File: src/rtl/e1iw_pkg.sv
package e1iw_pkg;
  typedef enum logic [2:0] {
    IW_NOFAS,   // no basic alignment
    IW_SEARCH,  // interworking window running
    IW_CRC,     // CRC-4 multiframe mode
    IW_NONCRC,  // committed CRC-to-non-CRC
    IW_WAIT     // window expired, interworking off, awaiting lock
  } iw_state_t;
endpackage

File: src/rtl/e1iw_frame_timer.sv
module e1iw_frame_timer #(
  parameter int RETRY_FRAMES  = 64,
  parameter int WINDOW_FRAMES = 3200
) (
  input  logic clk,
  input  logic rst,
  input  logic run,
  input  logic tick,
  output logic retry_hit,
  output logic win_hit
);
  localparam int RW = (RETRY_FRAMES > 1) ? $clog2(RETRY_FRAMES) : 1;
  localparam int CW = (WINDOW_FRAMES > 1) ? $clog2(WINDOW_FRAMES) : 1;
  localparam logic [RW-1:0] RETRY_LAST = RW'(RETRY_FRAMES - 1);
  localparam logic [CW-1:0] WIN_LAST   = CW'(WINDOW_FRAMES - 1);

  logic [RW-1:0] rty_q;
  logic [CW-1:0] frm_q;

  always_ff @(posedge clk) begin
    if (rst || !run) begin
      rty_q <= '0;
      frm_q <= '0;
    end else if (tick) begin
      frm_q <= frm_q + 1'b1;
      rty_q <= (rty_q == RETRY_LAST) ? '0 : rty_q + 1'b1;
    end
  end

  assign retry_hit = run & tick & (rty_q == RETRY_LAST);
  assign win_hit   = run & tick & (frm_q == WIN_LAST);


  retry_single_chk: assert property (@(posedge clk) disable iff (rst)
    retry_hit |=> !retry_hit);


  idle_hold_chk: assert property (@(posedge clk) disable iff (rst)
    (run && !tick && $past(run)) |=> (frm_q == $past(frm_q)));
endmodule

File: src/rtl/e1iw_ctrl.sv
module e1iw_ctrl
  import e1iw_pkg::*;
(
  input  logic      clk,
  input  logic      rst,
  input  logic      fas_locked,
  input  logic      mf_found,
  input  logic      iw_disable,
  input  logic      retry_hit,
  input  logic      win_hit,
  output iw_state_t state_q,
  output logic      autc_q,
  output logic      reframe_q,
  output logic      mf_late_q
);
  iw_state_t state_d;
  logic      abort;

  always_comb begin
    abort   = !fas_locked || (iw_disable != autc_q);
    state_d = state_q;
    if (abort) begin
      state_d = IW_NOFAS;
    end else begin
      case (state_q)
        IW_NOFAS:  state_d = IW_SEARCH;
        IW_SEARCH: begin
          if (mf_found)     state_d = IW_CRC;
          else if (win_hit) state_d = iw_disable ? IW_WAIT : IW_NONCRC;
        end
        IW_WAIT:   if (mf_found) state_d = IW_CRC;
        IW_CRC:    state_d = IW_CRC;
        IW_NONCRC: state_d = IW_NONCRC;
        default:   state_d = IW_NOFAS;
      endcase
    end
  end

  always_ff @(posedge clk) begin
    if (rst) begin
      state_q   <= IW_NOFAS;
      autc_q    <= 1'b0;
      reframe_q <= 1'b0;
      mf_late_q <= 1'b0;
    end else begin
      state_q   <= state_d;
      autc_q    <= iw_disable;
      reframe_q <= (state_q == IW_SEARCH) && !abort && !mf_found && retry_hit && !win_hit;
      mf_late_q <= (state_d == IW_NONCRC) &&
                   (mf_late_q || ((state_q == IW_NONCRC) && mf_found));
    end
  end


  expire_noncrc_chk: assert property (@(posedge clk) disable iff (rst)
    (state_q == IW_SEARCH && win_hit && !mf_found && !abort && !iw_disable)
      |=> (state_q == IW_NONCRC));


  noncrc_sticky_chk: assert property (@(posedge clk) disable iff (rst)
    (state_q == IW_NONCRC && fas_locked && iw_disable == autc_q)
      |=> (state_q == IW_NONCRC));


  fas_loss_chk: assert property (@(posedge clk) disable iff (rst)
    !fas_locked |=> (state_q == IW_NOFAS));
endmodule

File: src/rtl/e1iw_ebit.sv
module e1iw_ebit (
  input  logic       clk,
  input  logic       rst,
  input  logic       in_crc,
  input  logic       err_stb,
  input  logic       err_idx,
  input  logic       err_bad,
  output logic [1:0] ebit_q
);
  always_ff @(posedge clk) begin
    if (rst || !in_crc) begin
      ebit_q <= 2'b11;
    end else if (err_stb) begin
      ebit_q[err_idx] <= !err_bad;
    end
  end


  ebit_err_chk: assert property (@(posedge clk) disable iff (rst)
    (in_crc && err_stb && err_bad) |=> (!in_crc || !ebit_q[$past(err_idx)]));


  ebit_other_chk: assert property (@(posedge clk) disable iff (rst)
    (in_crc && err_stb && $past(in_crc)) |=> (!in_crc || ebit_q[!$past(err_idx)] == $past(ebit_q[!err_idx])));
endmodule

File: src/rtl/e1_crc4_iw.sv
module e1_crc4_iw
  import e1iw_pkg::*;
#(
  parameter int RETRY_FRAMES  = 64,
  parameter int WINDOW_FRAMES = 3200
) (
  input  logic       clk,
  input  logic       rst,
  input  logic       frame_tick,
  input  logic       fas_locked,
  input  logic       mf_found,
  input  logic       crc_rep_stb,
  input  logic       crc_rep_smf,
  input  logic       crc_rep_bad,
  input  logic       iw_disable,
  input  logic       rai_manual,
  input  logic       rai_level,
  input  logic       ebit_idle,
  output logic       tx_rai,
  output logic [1:0] tx_ebit,
  output logic       reframe_req,
  output logic       crc_sync_n,
  output logic       iw_crc,
  output logic       rx_crc_en
);
  iw_state_t  state_q;
  logic       autc_q, reframe_q, mf_late_q;
  logic       retry_hit, win_hit;
  logic       in_crc;
  logic [1:0] ebit_q;

  e1iw_frame_timer #(
    .RETRY_FRAMES (RETRY_FRAMES),
    .WINDOW_FRAMES(WINDOW_FRAMES)
  ) u_timer (
    .clk      (clk),
    .rst      (rst),
    .run      (state_q == IW_SEARCH),
    .tick     (frame_tick),
    .retry_hit(retry_hit),
    .win_hit  (win_hit)
  );

  e1iw_ctrl u_ctrl (
    .clk       (clk),
    .rst       (rst),
    .fas_locked(fas_locked),
    .mf_found  (mf_found),
    .iw_disable(iw_disable),
    .retry_hit (retry_hit),
    .win_hit   (win_hit),
    .state_q   (state_q),
    .autc_q    (autc_q),
    .reframe_q (reframe_q),
    .mf_late_q (mf_late_q)
  );

  assign in_crc = (state_q == IW_CRC);

  e1iw_ebit u_ebit (
    .clk    (clk),
    .rst    (rst),
    .in_crc (in_crc),
    .err_stb(crc_rep_stb),
    .err_idx(crc_rep_smf),
    .err_bad(crc_rep_bad),
    .ebit_q (ebit_q)
  );

  always_comb begin
    if (rai_manual) begin
      tx_rai = rai_level;
    end else begin
      case (state_q)
        IW_NOFAS:  tx_rai = 1'b1;
        IW_WAIT:   tx_rai = 1'b1;
        IW_SEARCH: tx_rai = reframe_q & !autc_q;
        default:   tx_rai = 1'b0;
      endcase
    end
    tx_ebit     = in_crc ? ebit_q : {2{ebit_idle}};
    reframe_req = reframe_q;
    crc_sync_n  = !(in_crc || ((state_q == IW_NONCRC) && mf_late_q));
    iw_crc      = (state_q == IW_SEARCH) || in_crc || (state_q == IW_WAIT);
    rx_crc_en   = in_crc;
  end


  crc_entry_chk: assert property (@(posedge clk) disable iff (rst)
    $rose(rx_crc_en) |-> ($past(mf_found) && !crc_sync_n && iw_crc));


  wait_exit_chk: assert property (@(posedge clk) disable iff (rst)
    (state_q == IW_WAIT && mf_found && fas_locked && iw_disable == autc_q)
      |=> rx_crc_en);
endmodule

File: config.mk
export PLATFORM = sky130hd
export DESIGN_NAME = e1_crc4_iw
export DESIGN_NICKNAME = d
export VERILOG_FILES = /design/src/rtl/e1iw_pkg.sv /design/src/rtl/e1iw_frame_timer.sv /design/src/rtl/e1iw_ctrl.sv /design/src/rtl/e1iw_ebit.sv /design/src/rtl/e1_crc4_iw.sv
export SDC_FILE = /design/constraint.sdc
export NUM_CORES = 1
export LEC_CHECK = 0
export CAP_MARGIN = 20
export CORE_ASPECT_RATIO = 0.7
export CORE_MARGIN = 3
export CORE_UTILIZATION = 25
export CTS_CLUSTER_SIZE = 8
export DETAILED_ROUTE_END_ITERATION = 7
export HOLD_SLACK_MARGIN = 0.08
export PLACE_DENSITY_LB_ADDON = 0.05
export SYNTH_ARGS = -nofsm -noshare
export SYNTH_HDL_FRONTEND = slang
export SYNTH_SLANG_ARGS = --single-unit
export TNS_END_PERCENT = 5
File: constraint.sdc
create_clock -name clk -period 2.5 [get_ports clk]
set_input_delay 0.25 -clock clk [delete_from_list [all_inputs] [get_ports clk]]
set_output_delay 0.25 -clock clk [all_outputs]
set_load 0.01 [all_outputs]
==> results of run 1 <==
## cells by family after synthesis
logic type	count (synthesis)	synth area share, %
AOI/OAI and AO/OA	10	5.35
xor gates and xnor gates	17	11.8
adders and majority gates	2	1.98
and+or+nand+nor	72	31.1
buffers and inverters	10	4.26
muxes	5	4.26
DFF	26	41.2
## area by class of cell
| type | count | area [um^2] |
|---|---|---|
| clock buffers | 3 | 41.3 |
| clock inverters | 1 | 30.0 |
| fillers | 487 | 3040 |
| inverters | 2 | 7.51 |
| multi-input cells | 106 | 688 |
| flip-flops and latches | 26 | 520 |
| well taps | 66 | 82.6 |
| repair buffers | 20 | 195 |
## per-stage QoR
step | instance area (um^2) | std cells | utilization, %
floorplan | 1260 | 142 | -
global placement | 1490 | 220 | 32.4
detailed placement | 1490 | 220 | 32.4
CTS | 1570 | 224 | 34.0
global route | 1570 | 224 | 34.0
finish | 1570 | 224 | 34.0
## flip-flops by register name, summed over array words and instances (netlist names)
signal	count
u_timer.rty_q	6
u_ebit.ebit_q	2
u_ctrl.state_q	3
u_ctrl.reframe_q	1
u_ctrl.mf_late_q	1
u_ctrl.autc_q	1
u_timer.frm_q	12
## worst register-to-register path, delay by kind of cell (launching register included)
family,cells,cell delay [ns]
adder cells (fa/ha/maj),1,0.18
flip-flops,1,0.38
AND/OR/NAND/NOR,4,0.97
## worst min path at each step
| stage | endpoint | slack [ns] | from |
|---|---|---|---|
| after floorplan | u_ctrl.autc_q$_SDFF_PP0_ | 0.32 | rst |
| after global placement | u_ebit.ebit_q[0]$_SDFFE_PP1P_ | 0.48 | u_ebit.ebit_q[0]$_SDFFE_PP1P_ |
| after detailed placement | u_ebit.ebit_q[0]$_SDFFE_PP1P_ | 0.49 | u_ebit.ebit_q[0]$_SDFFE_PP1P_ |
| after CTS | u_ebit.ebit_q[0]$_SDFFE_PP1P_ | 0.50 | u_ebit.ebit_q[0]$_SDFFE_PP1P_ |
| after global routing | u_ebit.ebit_q[0]$_SDFFE_PP1P_ | 0.53 | u_ebit.ebit_q[0]$_SDFFE_PP1P_ |
| final | u_ebit.ebit_q[0]$_SDFFE_PP1P_ | 0.50 | u_ebit.ebit_q[0]$_SDFFE_PP1P_ |
## routing by layer
metal,share of wire [%],up-vias
li1,-,516
met1,55,454
met5,0,-
met4,0,0
met3,4.0,0
met2,41,13
## cell usage in the layout, fill, tap and decap left out, types with 3 or more instances in the layout
cell type,synthesis,final
nand3_1,4,4
mux2_2,3,3
nand2b_1,3,3
nand4_1,6,6
and4_1,5,5
nand2_1,9,9
nor2_1,27,27
dfxtp_1,26,26
xnor2_1,5,5
clkbuf_8,0,3
xor2_1,12,12
clkdlybuf4s50_1,0,18
## power by group through the flow
stage / logic, mW / clock network [mW] / registers [mW]
after global routing: 0.0702 / 0.385 / 0.421
after floorplan: 0.0300 / 0 / 0.429
final: 0.0635 / 0.347 / 0.420
after CTS: 0.0647 / 0.366 / 0.420
after detailed placement: 0.0642 / 0 / 0.430
after global placement: 0.0636 / 0 / 0.430
==> reports/qor.yml, run 1 <==
grt_max_degree: 16
synth.most_common_cell: "nor2_1"
finalCritPeriodShare_pct: 88.6
synth_ff_type: "dfxtp_1"
synth_common_cells: "nor2_1, dfxtp_1, xor2_1, nand2_1, nand4_1"
met2_usage_pct: 15.1
die_w_um: 90.9
drc: 0
slew_headroom_pct: 72.5
dr.pass1.iters: 4
status: "complete, no violations"
seq_area_frac_synth_pct: 41.2
antenna_left: 0
max_freq_ghz: 0.451
crit_path_end: "tx_ebit[1]"
rsz0062_at_grt: "no"
h-tree-depth: 1
worst-path-stages: 4
clk_pin_slew_ns: 0.10
crit_arrival_ns: 1.97
crit_chain: "nand2b_1 -> nor2_1 -> mux2_2 -> clkdlybuf4s50_1"
clock_latency_ns: 0.27
diodes: 0
ys_types: 40
synth-edff-count: 0
finalHoldViolations: 0
switching_share_pct: 19.6
seq_power_share_pct: 50.6
grt_pass1_vias: 974
syn_area_um2: 1260
synth.top_cell.area_share_pct: 41.2
timing.rr.start: "u_timer.frm_q[0]$_SDFFE_PP0P_"
use_met1_pct: 13.7
core_area_um2: 4600
crit_path_top_delay_cell: "dfxtp_1"
startpoint_type: "flop"
nets: 173
crit_type: "flop to output pin"
grt_busiest_layer: "met2"
clock-sinks: 26
worstRegToRegCells: 5
synth_top_cell_by_area: "dfxtp_1"
synth.area.top_cells: "dfxtp_1, xor2_1, nor2_1, and4_1, xnor2_1"
p_per_area_nw_per_um2: 530
num_vias: 983
cp_num_buf_inv: 1
p_int_mw: 0.668
cts_setup_buffers: 0
setup_violations: 0
fin_crit_ns: 2.22
cp_top_family: "flip-flops"
syn_inst: 142
grtUsageMet3_pct: 3.66
wirelength_um: 2710
hp-class: "flop to flop"
async_flop_share_pct: 0
worstSetupStartpoint: "u_ctrl.state_q[1]$_SDFF_PP0_"
total_power_mw: 0.830
ir_drop_mv: 0.233
combPwrFrac_pct: 7.6
fin_tns_setup_ns: 0
finalWeightedCongestion: 0.735
rrSetupSlack_ns: 0.87
worstPathRequired_ns: 2.25
maxSlewViolCount: 0
p_leak_nw: 0.546
synth_warnings: 0
crit_path_end_kind: "output pin"
gr-total-overflow: 0
cts_tree: "built"
clkPwrFrac_pct: 41.7
io_pins: 19
cts_resized: 0
globalRouteTotalUtil_pct: 9.95
layout_setup_ws_ns: 0.284
antenna_found_initial: 0
slowest_delay_ns: 0.50
first_iter_violations: 44
numCtsBuffers: 3
finalHoldWorstSlack_ns: 0.502
dieArea_um2: 5950
hpwl_um: 2040
worst_slew_pin_slew_ns: 0.410
synth_nets: 156
syn_area_per_cell_um2: 8.89
critPathMaxFanout: 9
wl_per_cell_um: 12.1
holdPathStages: 2
cts.path.max_buffers: 2
cts_root_buf: "clkbuf_8"
grt_pass1_wl_um: 4740
portBuffers: 18
initial_core_util_pct: 27.4
place_ws_ns: 0.573
netSwitchingPower_mw: 0.162
drive_gt1_share_pct: 6.96
cap_viol_max_count: 0
die_height_um: 65.5
std_cell_rows: 20
areaGrowthSynthToFinish_pct: 24.0
synth_seq_cells: 26
worstReg2RegEnd: "u_ctrl.mf_late_q$_SDFF_PP0_"
via_per_inst: 4.39
clock_skew_ns: 0.0109
ctsHoldBuffers: 0
Note: power is estimated with default switching activity, not from simulation.
==> run 2, diff against run 1 <==
CTS_CLUSTER_SIZE = 12   (was 8)
==> results of run 2 <==
Final layout, timing and power as in run 1 (identical DEF).
==> run 3, diff against run 2 <==
CORE_UTILIZATION = 55   (was 25)
==> run 3 against run 2 <==
Effect of this change: die area decreased by 51%; worst setup slack got worse by 0.051 ns; global-route usage increased by 9.0 points; design area decreased by 6.0%; sequential power about the same; worst hold slack improved by 0.00099 ns; non-clock buffer count unchanged; critical path type unchanged; largest cell class unchanged; largest power group unchanged; highest routed layer is now met4.
==> reports/qor.yml, run 3 (same netlist as run 1, synthesis figures left out) <==
crit_type: "flop to output pin"
fin_tns_setup_ns: 0
antenna_found_initial: 0
critPathMaxFanout: 9
top_register: "u_timer.frm_q"
finalHoldViolations: 0
final.fill_count: 171
hp-class: "flop to flop"
timing.rr.start: "u_timer.frm_q[0]$_SDFFE_PP0P_"
drive_gt1_share_pct: 6.37
clock-sinks: 26
initial_core_util_pct: 62.6
finalWeightedCongestion: 0.814
largest_register_ffs: 12
worstRegToRegCells: 5
worstReg2RegEnd: "u_ctrl.mf_late_q$_SDFF_PP0_"
std_cell_rows: 13
cts_tree: "built"
drc: 0
first_iter_violations: 29
rsz0062_at_grt: "no"
grt_max_degree: 17
wl_per_cell_um: 13.4
cts.path.max_buffers: 2
portBuffers: 18
grt_pass1_vias: 921
ctsHoldBuffers: 0
fin_crit_ns: 2.27
status: "complete, no violations"
die_height_um: 46.1
startpoint_type: "flop"
core_area_um2: 2020
wirelength_um: 2510
dr.pass1.iters: 4
p_leak_nw: 0.524
ir_drop_mv: 0.303
antenna_left: 0
worstPathRequired_ns: 2.25
io_pins: 19
finalHoldWorstSlack_ns: 0.503
worstSetupStartpoint: "u_ctrl.state_q[1]$_SDFF_PP0_"
dieArea_um2: 2920
clock_latency_ns: 0.32
layout_setup_ws_ns: 0.233
h-tree-depth: 1
hpwl_um: 1960
clk_pin_slew_ns: 0.13
p_per_area_nw_per_um2: 446
nets: 173
slew_headroom_pct: 74.1
numCtsBuffers: 3
cap_viol_max_count: 0
gr-total-overflow: 0
diodes: 0
crit_arrival_ns: 2.02
maxSlewViolCount: 0
place_ws_ns: 0.601
rrSetupSlack_ns: 0.90
cts_setup_buffers: 0
reg_top3: "u_timer.frm_q (12), u_timer.rty_q (6), u_ctrl.state_q (3)"
globalRouteTotalUtil_pct: 18.9
worst_slew_pin_slew_ns: 0.385
die_w_um: 63.3
crit_path_end: "tx_ebit[0]"
final_cell_mix: "nor2_1, dfxtp_1, clkdlybuf4s50_1, xor2_1, nand2_1"
final_common_cell: "nor2_1"
cts_resized: 0
grt_pass1_wl_um: 4200
areaGrowthSynthToFinish_pct: 16.6
via_per_inst: 5.54
clock_skew_ns: 0.00352
finalCritPeriodShare_pct: 90.7
setup_violations: 0
num_vias: 1036
max_freq_ghz: 0.441
cts_root_buf: "clkbuf_4"
finish.utilization_pct: 73.0
crit_path_end_kind: "output pin"
==> run 3: worst min path at each step <==
stage                     depth (start not counted)                           from  slack, ns                            end
after floorplan                                   1                            rst       0.32       u_ctrl.autc_q$_SDFF_PP0_
after global placement                            2  u_ebit.ebit_q[0]$_SDFFE_PP1P_       0.47  u_ebit.ebit_q[0]$_SDFFE_PP1P_
after detailed placement                          2  u_ebit.ebit_q[0]$_SDFFE_PP1P_       0.49  u_ebit.ebit_q[0]$_SDFFE_PP1P_
after CTS                                         2  u_ebit.ebit_q[0]$_SDFFE_PP1P_       0.51  u_ebit.ebit_q[0]$_SDFFE_PP1P_
after global routing                              2                    crc_rep_bad       0.52  u_ebit.ebit_q[0]$_SDFFE_PP1P_
final                                             2  u_ebit.ebit_q[0]$_SDFFE_PP1P_       0.50  u_ebit.ebit_q[0]$_SDFFE_PP1P_
==> run 3: power by group <==
group / switching (mW) / leakage, nW / internal, mW
clock network: 0.116 / 0.0138 / 0.0565
logic: 0.0258 / 0.300 / 0.0374
registers: 0.00366 / 0.210 / 0.417
==> run 3: worst max-delay path, stage by stage (launching register included) <==
cell and delay (ns):
dfxtp_1 0.50, nand2b_1 0.15, nor2_1 0.20, mux2_2 0.36
clkdlybuf4s50_1 0.48
==> run 3: layer usage <==
| layer | up-vias | wire [um] | global-route usage (%) |
|---|---|---|---|
| met5 | - | 0 | 0 |
| met4 | 0 | 24 | 6.01 |
| met3 | 5 | 156 | 6.10 |
| met2 | 33 | 1160 | 32.7 |
| met1 | 480 | 1170 | 23.0 |
| li1 | 518 | - | - |
==> run 3: stage by stage <==
| stage | instances | cell area, um^2 | total power [mW] |
|---|---|---|---|
| after detailed placement | 184 | 1450 | 0.493 |
| after floorplan | 142 | 1260 | 0.459 |
| after global routing | 187 | 1470 | 0.691 |
| final | 187 | 1470 | 0.656 |
| after global placement | 184 | 1450 | 0.491 |
| after CTS | 187 | 1470 | 0.664 |
==> run 3: area by class of cell <==
| type | count | area (um^2) | share of cell area (%) |
|---|---|---|---|
| well taps | 30 | 37.5 | 2.55 |
| flip-flops and latches | 26 | 520 | 35.4 |
| multi-input cells | 106 | 688 | 46.8 |
| inverters | 2 | 7.51 | 0.510 |
| repair buffers | 20 | 195 | 13.3 |
| clock buffers | 3 | 22.5 | 1.53 |
